$ cat config.mk
export PLATFORM = sky130hd
export DESIGN_NAME = dec_adjust_unit
export DESIGN_NICKNAME = d
export VERILOG_FILES = /design/src/rtl/dau_pkg.sv /design/src/rtl/dau_low_fix.sv /design/src/rtl/dau_high_fix.sv /design/src/rtl/dau_out_stage.sv /design/src/rtl/dec_adjust_unit.sv
export SDC_FILE = /design/constraint.sdc
export NUM_CORES = 1
export LEC_CHECK = 0
export BUFFER_PORTS_ARGS = -buffer_cell sky130_fd_sc_hd__buf_2
export CORE_UTILIZATION = 54
export DETAILED_ROUTE_END_ITERATION = 10
export GPL_TIMING_DRIVEN = 0
export PLACE_DENSITY = 0.83
export SKIP_LAST_GASP = 1
export SYNTH_ARGS = -nofsm -noshare
export SYNTH_HDL_FRONTEND = slang
export SYNTH_SLANG_ARGS = --single-unit
$ cat constraint.sdc
create_clock -name clk -period 13.1 [get_ports clk]
set_input_delay 3.275 -clock clk [delete_from_list [all_inputs] [get_ports clk]]
set_output_delay 3.275 -clock clk [all_outputs]
set_load 0.03 [all_outputs]
$ cat src/rtl/dau_pkg.sv
package dau_pkg;
  localparam int NIB_W  = 4;
  localparam int DATA_W = 2 * NIB_W;
  localparam int DIGIT_MAX = 9;
  localparam int STEP = (1 << NIB_W) - (DIGIT_MAX + 1);

  typedef struct packed {
    logic sub;
    logic half;
    logic carry;
    logic zero;
  } dau_flags_t;
endpackage

$ cat src/rtl/dau_low_fix.sv
module dau_low_fix
  import dau_pkg::*;
(
  input  logic [DATA_W-1:0] acc,
  input  logic              sub,
  input  logic              half,
  output logic [DATA_W:0]   part
);
  localparam logic [DATA_W:0]  ADJ = (DATA_W+1)'(STEP);
  localparam logic [NIB_W-1:0] LIM = NIB_W'(DIGIT_MAX);

  logic [DATA_W:0] ext;
  logic            big;
  logic            fix;

  assign ext = {1'b0, acc};
  assign big = acc[NIB_W-1:0] > LIM;

  always_comb begin
    if (sub) begin
      fix  = half;
      part = ext - (fix ? ADJ : '0);
    end else begin
      fix  = half | big;
      part = ext + (fix ? ADJ : '0);
    end
  end
endmodule

$ cat src/rtl/dau_high_fix.sv
module dau_high_fix
  import dau_pkg::*;
(
  input  logic [DATA_W:0]   part,
  input  logic              sub,
  input  logic              carry,
  output logic [DATA_W-1:0] res,
  output logic              carry_o,
  output logic              zero_o
);
  localparam logic [DATA_W-1:0] ADJ = DATA_W'(STEP << NIB_W);
  localparam logic [NIB_W:0]    LIM = (NIB_W+1)'(DIGIT_MAX);

  logic [NIB_W:0] upper;
  logic           fix;

  assign upper = part[DATA_W:NIB_W];

  always_comb begin
    if (sub) begin
      fix     = carry;
      res     = part[DATA_W-1:0] - (fix ? ADJ : '0);
      carry_o = carry;
    end else begin
      fix     = carry | (upper > LIM);
      res     = part[DATA_W-1:0] + (fix ? ADJ : '0);
      carry_o = fix;
    end
  end

  assign zero_o = ~|res;
endmodule

$ cat src/rtl/dau_out_stage.sv
module dau_out_stage
  import dau_pkg::*;
(
  input  logic              clk,
  input  logic              rst,
  input  logic              valid_i,
  input  logic [DATA_W-1:0] acc_i,
  input  dau_flags_t        flags_i,
  output logic              valid_o,
  output logic [DATA_W-1:0] acc_o,
  output dau_flags_t        flags_o
);
  always_ff @(posedge clk) begin
    if (rst) begin
      valid_o <= 1'b0;
      acc_o   <= '0;
      flags_o <= '0;
    end else begin
      valid_o <= valid_i;
      if (valid_i) begin
        acc_o   <= acc_i;
        flags_o <= flags_i;
      end
    end
  end
endmodule

$ cat src/rtl/dec_adjust_unit.sv
module dec_adjust_unit
  import dau_pkg::*;
(
  input  logic              clk,
  input  logic              rst,
  input  logic              in_valid,
  input  logic [DATA_W-1:0] acc_in,
  input  logic              sub_in,
  input  logic              half_in,
  input  logic              carry_in,
  output logic              out_valid,
  output logic [DATA_W-1:0] acc_out,
  output logic              sub_out,
  output logic              half_out,
  output logic              carry_out,
  output logic              zero_out
);
  logic [DATA_W:0]   part;
  logic [DATA_W-1:0] res;
  logic              c_new;
  logic              z_new;
  dau_flags_t        f_new;
  dau_flags_t        f_q;

  dau_low_fix u_low (
    .acc (acc_in),
    .sub (sub_in),
    .half(half_in),
    .part(part)
  );

  dau_high_fix u_high (
    .part   (part),
    .sub    (sub_in),
    .carry  (carry_in),
    .res    (res),
    .carry_o(c_new),
    .zero_o (z_new)
  );

  always_comb begin
    f_new.sub   = sub_in;
    f_new.half  = 1'b0;
    f_new.carry = c_new;
    f_new.zero  = z_new;
  end

  dau_out_stage u_out (
    .clk    (clk),
    .rst    (rst),
    .valid_i(in_valid),
    .acc_i  (res),
    .flags_i(f_new),
    .valid_o(out_valid),
    .acc_o  (acc_out),
    .flags_o(f_q)
  );

  assign sub_out   = f_q.sub;
  assign half_out  = f_q.half;
  assign carry_out = f_q.carry;
  assign zero_out  = f_q.zero;
endmodule

Word-level counts from Yosys, hierarchy flattened
Index checks and enable logic that the tools add are counted.
{ "totals": {"output_inout_bits": 13, "word_cells": 22, "input_bits": 14, "register_bits": 12} }
{ "op_classes": {"n_bitwise": 2, "n_lt_le_gt_ge": 2, "mux": 7, "addsub": 4, "reduce_logical": 2} }
{ "op_table": {"columns": ["operator", "n"], "rows": [
  ["7-bit 2-to-1 mux", 2],
  ["8-bit by 9-bit adder with 9-bit output", 1],
  ["9-bit 2-to-1 mux", 1],
  ["8-bit by 9-bit subtractor with 9-bit output", 1],
  ["8-bit adder", 1],
  ["8-bit 2-to-1 mux", 1],
  ["8-bit OR reduction", 1],
  ["8-bit subtractor", 1],
  ["3-bit 2-to-1 mux", 2],
  ["5-bit by 4-bit > comparator with 1-bit output, second input constant", 1],
  ["4-bit > comparator, second input constant", 1],
  ["1-bit bitwise OR", 2],
  ["1-bit logical NOT", 1],
  ["1-bit 2-to-1 mux", 1]
]} }

Longest topological paths before layout
{ "depth": {"ltp_word": 12, "depth_mapped": 16, "depth_no_buf": 16} }

By module
Synthesis repeated with hierarchy kept, for this count alone.
{ "hier_totals": {"hier_cells": 119, "hier_area_um2": 1008.5} }
{ "by_module_without_submodules": {"columns": ["mod", "area_each_um2", "instances", "seq_area_each_um2", "cells_per_inst"], "rows": [
  ["dau_out_stage", 467.9, 1, 260.2, 41],
  ["dau_low_fix", 370.4, 1, 0.0, 52],
  ["dau_high_fix", 166.4, 1, 0.0, 25],
  ["dec_adjust_unit", 3.8, 1, 0.0, 1]
]} }

Least setup slack after synthesis
OpenSTA, ideal clock, no wires.
{ "synth_timing": {"kind": "input -> register", "from": "input port acc_in[1]", "to": "register u_out.acc_o[7]", "t_required_ns": 12.966, "stages": 16, "path_slack_ns": 6.518, "arrival_ns": 6.448, "setup_time_ns": 0.134, "path_buffers": 0, "cell_sequence": "o21a_1 -> a21oi_1 -> inv_1 -> ha_1 -> nor3_2 -> o21ai_1 -> xor2_1 -> o21bai_1 -> a211o_1 -> o21ai_0 -> ha_1 -> o21a_1 -> nor2_1 -> xnor2_1 -> and3_1 -> or4_1"} }
{ "synth_via": {"elab_chain_cells": 10, "word_cells_on_any_way": 12, "cone_classes": "4 x add/sub; 2 x order compare; 4 x mux; 2 x bitwise"} }
{ "synth_lines": {"columns": ["item", "line_no", "text"], "rows": [
  ["start, declared", "dec_adjust_unit.sv:7", "input logic [DATA_W-1:0] acc_in,"],
  ["4-bit > comparator", "dau_low_fix.sv:17", "assign big = acc[NIB_W-1:0] > LIM;"],
  ["1-bit bitwise OR", "dau_low_fix.sv:24", "fix = half | big;"],
  ["3-bit 2-to-1 mux", "dau_low_fix.sv:25", "part = ext + (fix ? ADJ : '0);"],
  ["8-bit by 9-bit adder with 9-bit output", "dau_low_fix.sv:25", null],
  ["9-bit 2-to-1 mux (*)", "dau_low_fix.sv:20", "if (sub) begin"],
  ["5-bit by 4-bit > comparator with 1-bit output", "dau_high_fix.sv:25", "fix = carry | (upper > LIM);"],
  ["1-bit bitwise OR", "dau_high_fix.sv:25", null],
  ["7-bit 2-to-1 mux", "dau_high_fix.sv:26", "res = part[DATA_W-1:0] + (fix ? ADJ : '0);"],
  ["8-bit adder", "dau_high_fix.sv:26", null],
  ["8-bit 2-to-1 mux (*)", "dau_high_fix.sv:20", "if (sub) begin"],
  ["end signal, assigned", "dau_out_stage.sv:21", "acc_o <= acc_i;"],
  ["end, declared", "dau_out_stage.sv:10", "output logic [DATA_W-1:0] acc_o,"]
]} }
Every way passes the cells marked *; elsewhere a longest branch is shown, timed or not.
A chain may end at the register's enable or synchronous reset.

Worst setup path in the final report
Ends and elaborated chain as after synthesis.

==> impl_results.md <==
- Area of the mapped netlist: 906 um^2
- # resized after CTS: 0
- CTS sink cnt: 12
- CTS tree: done
- Grt ovf: 0
- Power Dens Cells: 114 nW/um^2
- Vias: approximately 870
- Syn_area_per_cell: 8.47 um^2
- Layout cells sized above 1: 0.274
- Vias/cell: 5.74
- Final setup fails: 0
- Total Power: 0.000123 W
- Cell Rows: 14
- Tcrit/Tclk final: 0.514
- Largest net degree at the start of global routing: 11
- Async set-reset flop share out of synthesis: 0
- Worst Clk Skew: 0 ps
- CP Launch Type: input port
- Port Buffer Count: 25
- CP endpoint kind: flip-flop
- Min cycle time layout: 6730 ps
- Diode count: 0
- Initial drt markers: 14
- Post-DP HPWL: 1510 um
- Mapped Nets: ~130
- Synth warn: 0
- Final ANT Viol Nets: 0
- CTS Hold Bufs: 0
- Number of CTS-inserted buffers: 3
- Global-route wire length before repair: 3220 um
- Crit path required time: 13250 ps
- H-Tree Level Count: 1
- Hold path depth: 2
- Area delta synth->final: 18.5%
- Avg WL per Cell: 12.1 um
- Design area: ~1100 um^2
- Area after DPL: 1050 um^2
- Fill cells: roughly 130
- Synth Register Bits: 12
- Max VDD drop: 71.1 uV
- Dpl ws: 6090 ps
- Initial Util: 0.588
- Die area: about 1800 um^2
- Total track usage: 0.225
- Max incr delay on CP: about 510 ps
- Worst Hold Class: flip-flop to flip-flop
- Worst R2R Path Depth: 2
- Crit path max fanout: 6
- Sequential element share of the synthesized area: 0.265
- Status: finished clean
- RSZ-0062 raised after global routing: false
- Critical Path AT: ~6900 ps
- Synth cell types: 40
- Antenna violations before repair: 0
- Vias in the first global route: 801
- Post-route DRC: 0
- Max cap viols: 0
- Worst Tran Pin Value: 505 ps
- Fin. Hold Viols: 0
- Die Wd: 43.0 um
- Worst-path cell chain: buf_2 > o21a_1 > a21oi_1 > inv_1 > ha_1 > nor3_2 > o21ai_1 > xor2_1 > o21bai_1 > a211o_1 > o21ai_0 > ha_1 > o21a_1 > nor2_1 > xnor2_1 > nor4_1 > or4_1
- FMAX: 149 MHz
- Post-CTS Repair Setup Buffers: 0
- Drt first pass iters: 4
- Leak: 0.510 nW
- Clock transition at path regs: 70 ps
- Root buffer cell: clkbuf_4
- Most used DFF post-synth: dfxtp_1
- DIE HEIGHT: 43.0 um
- Mapped Cells: 107
- Fin nets: 161
- Max_slew headroom: 0.663
- PnR worst setup slack: 6370 ps
- CTS max path bufs: 2
- Cell Count, Final, Fillers Out: 151
- Core ar.: 1540 um^2
- Ports: 27
- EDFF count, synth: 0
- Routed WL: 1830 um
- Final RePlAce weighted congestion: 0.784
- Clock latency on the worst-skew pair: 260 ps
- Slew Limit Fails: 0
- Setup TNS: 0 ps
- Critical path class: input port to flip-flop
- Placed insts: 148
- Slowest cell on crit path: or4_1
-- cell type report --
| class | instances | area (um^2) | area share |
|---|---|---|---|
| buffer | 3 | 15.0 | 0.0140 |
| inverter | 4 | 15.0 | 0.0140 |
| timing repair buffer | 25 | 125 | 0.117 |
| sequential | 12 | 240 | 0.224 |
| multi-input combinational | 88 | 636 | 0.592 |
| tap | 16 | 20.0 | 0.0186 |
| clock buffer | 3 | 22.5 | 0.0210 |
-- logic make-up after synthesis --
kind of cell,share of synthesized area
other,0.00414
adder cells (fa/ha/maj),0.138
AO/OA/AOI/OAI,0.238
buffers and inverters,0.0331
multiplexers,0.0442
flip-flops,0.265
AND/OR/NAND/NOR,0.210
XOR/XNOR,0.0677
-- Yosys cell counts, types with 3 or more instances --
library cell / number / area [um^2]
mux2i_1: 4 / 40.0
o21a_1: 3 / 22.5
nor3_1: 5 / 25.0
nor2_1: 13 / 48.8
o211ai_1: 4 / 30.0
ha_1: 10 / 125
xnor2_1: 5 / 43.8
dfxtp_1: 12 / 240
inv_1: 4 / 15.0
nand2_1: 6 / 22.5
a21oi_1: 6 / 30.0
-- critical path: cells and delay by family --
kind            cells  cell delay, ps
simple gates        4             930
buf+inv             2             170
xor+xnor            2             390
fa+ha+maj           2             640
compound gates      7            1460
-- through the flow --
stage / utilization / hold WS, ps
detailed placement: 0.682 / 454
global route: 0.696 / 487
global placement: 0.682 / 440
CTS: 0.696 / 465
finish: 0.696 / 464
floorplan: - / 577
-- power breakdown --
part | switching, W | internal (W)
Sequential | 0.00000154 | 0.0000405
Clock | 0.0000113 | 0.0000106
Combinational | 0.0000355 | 0.0000232
Total | 0.0000483 | 0.0000743
-- path summary, 6_finish.rpt --
kind | endpoint | slack [ps] | start
setup / recovery | u_out.acc_o[7] | 6370 | acc_in[1]
hold / removal | u_out.flags_o[3] | 460 | u_out.flags_o[3]
setup reg to reg | u_out.acc_o[7] | 12170 | u_out.acc_o[7]
hold reg to reg | u_out.flags_o[3] | 460 | u_out.flags_o[3]
-- layer usage --
layer | up-vias | GRT usage | wire length, um
met4 | 0 | 0.0242 | 0
met1 | 405 | 0.270 | 813
li1 | 446 | - | -
met5 | - | 0 | 0
met3 | 0 | 0.0681 | 81
met2 | 16 | 0.406 | 938
-- state kept, by name, indices dropped and copies added, names as in the netlist --
name / cells
u_out.acc_o: 8
u_out.valid_o: 1
u_out.flags_o: 3
-- cells in the final DEF, fill, tap and decap left out, types with 2 or more instances in the layout --
master,n
a21o_1,2
nor3_1,5
inv_1,4
a21oi_1,6
nand2_1,6
nor3b_1,2
clkbuf_4,3
o211ai_1,4
ha_1,10
dfxtp_1,12
buf_2,25
xor2_1,2
mux2i_1,4
nor2_1,13
a211oi_1,2
nor4_1,2
nand2b_1,2
xnor2_1,5
o21a_1,3
Note: power is estimated with default switching activity, not from simulation.
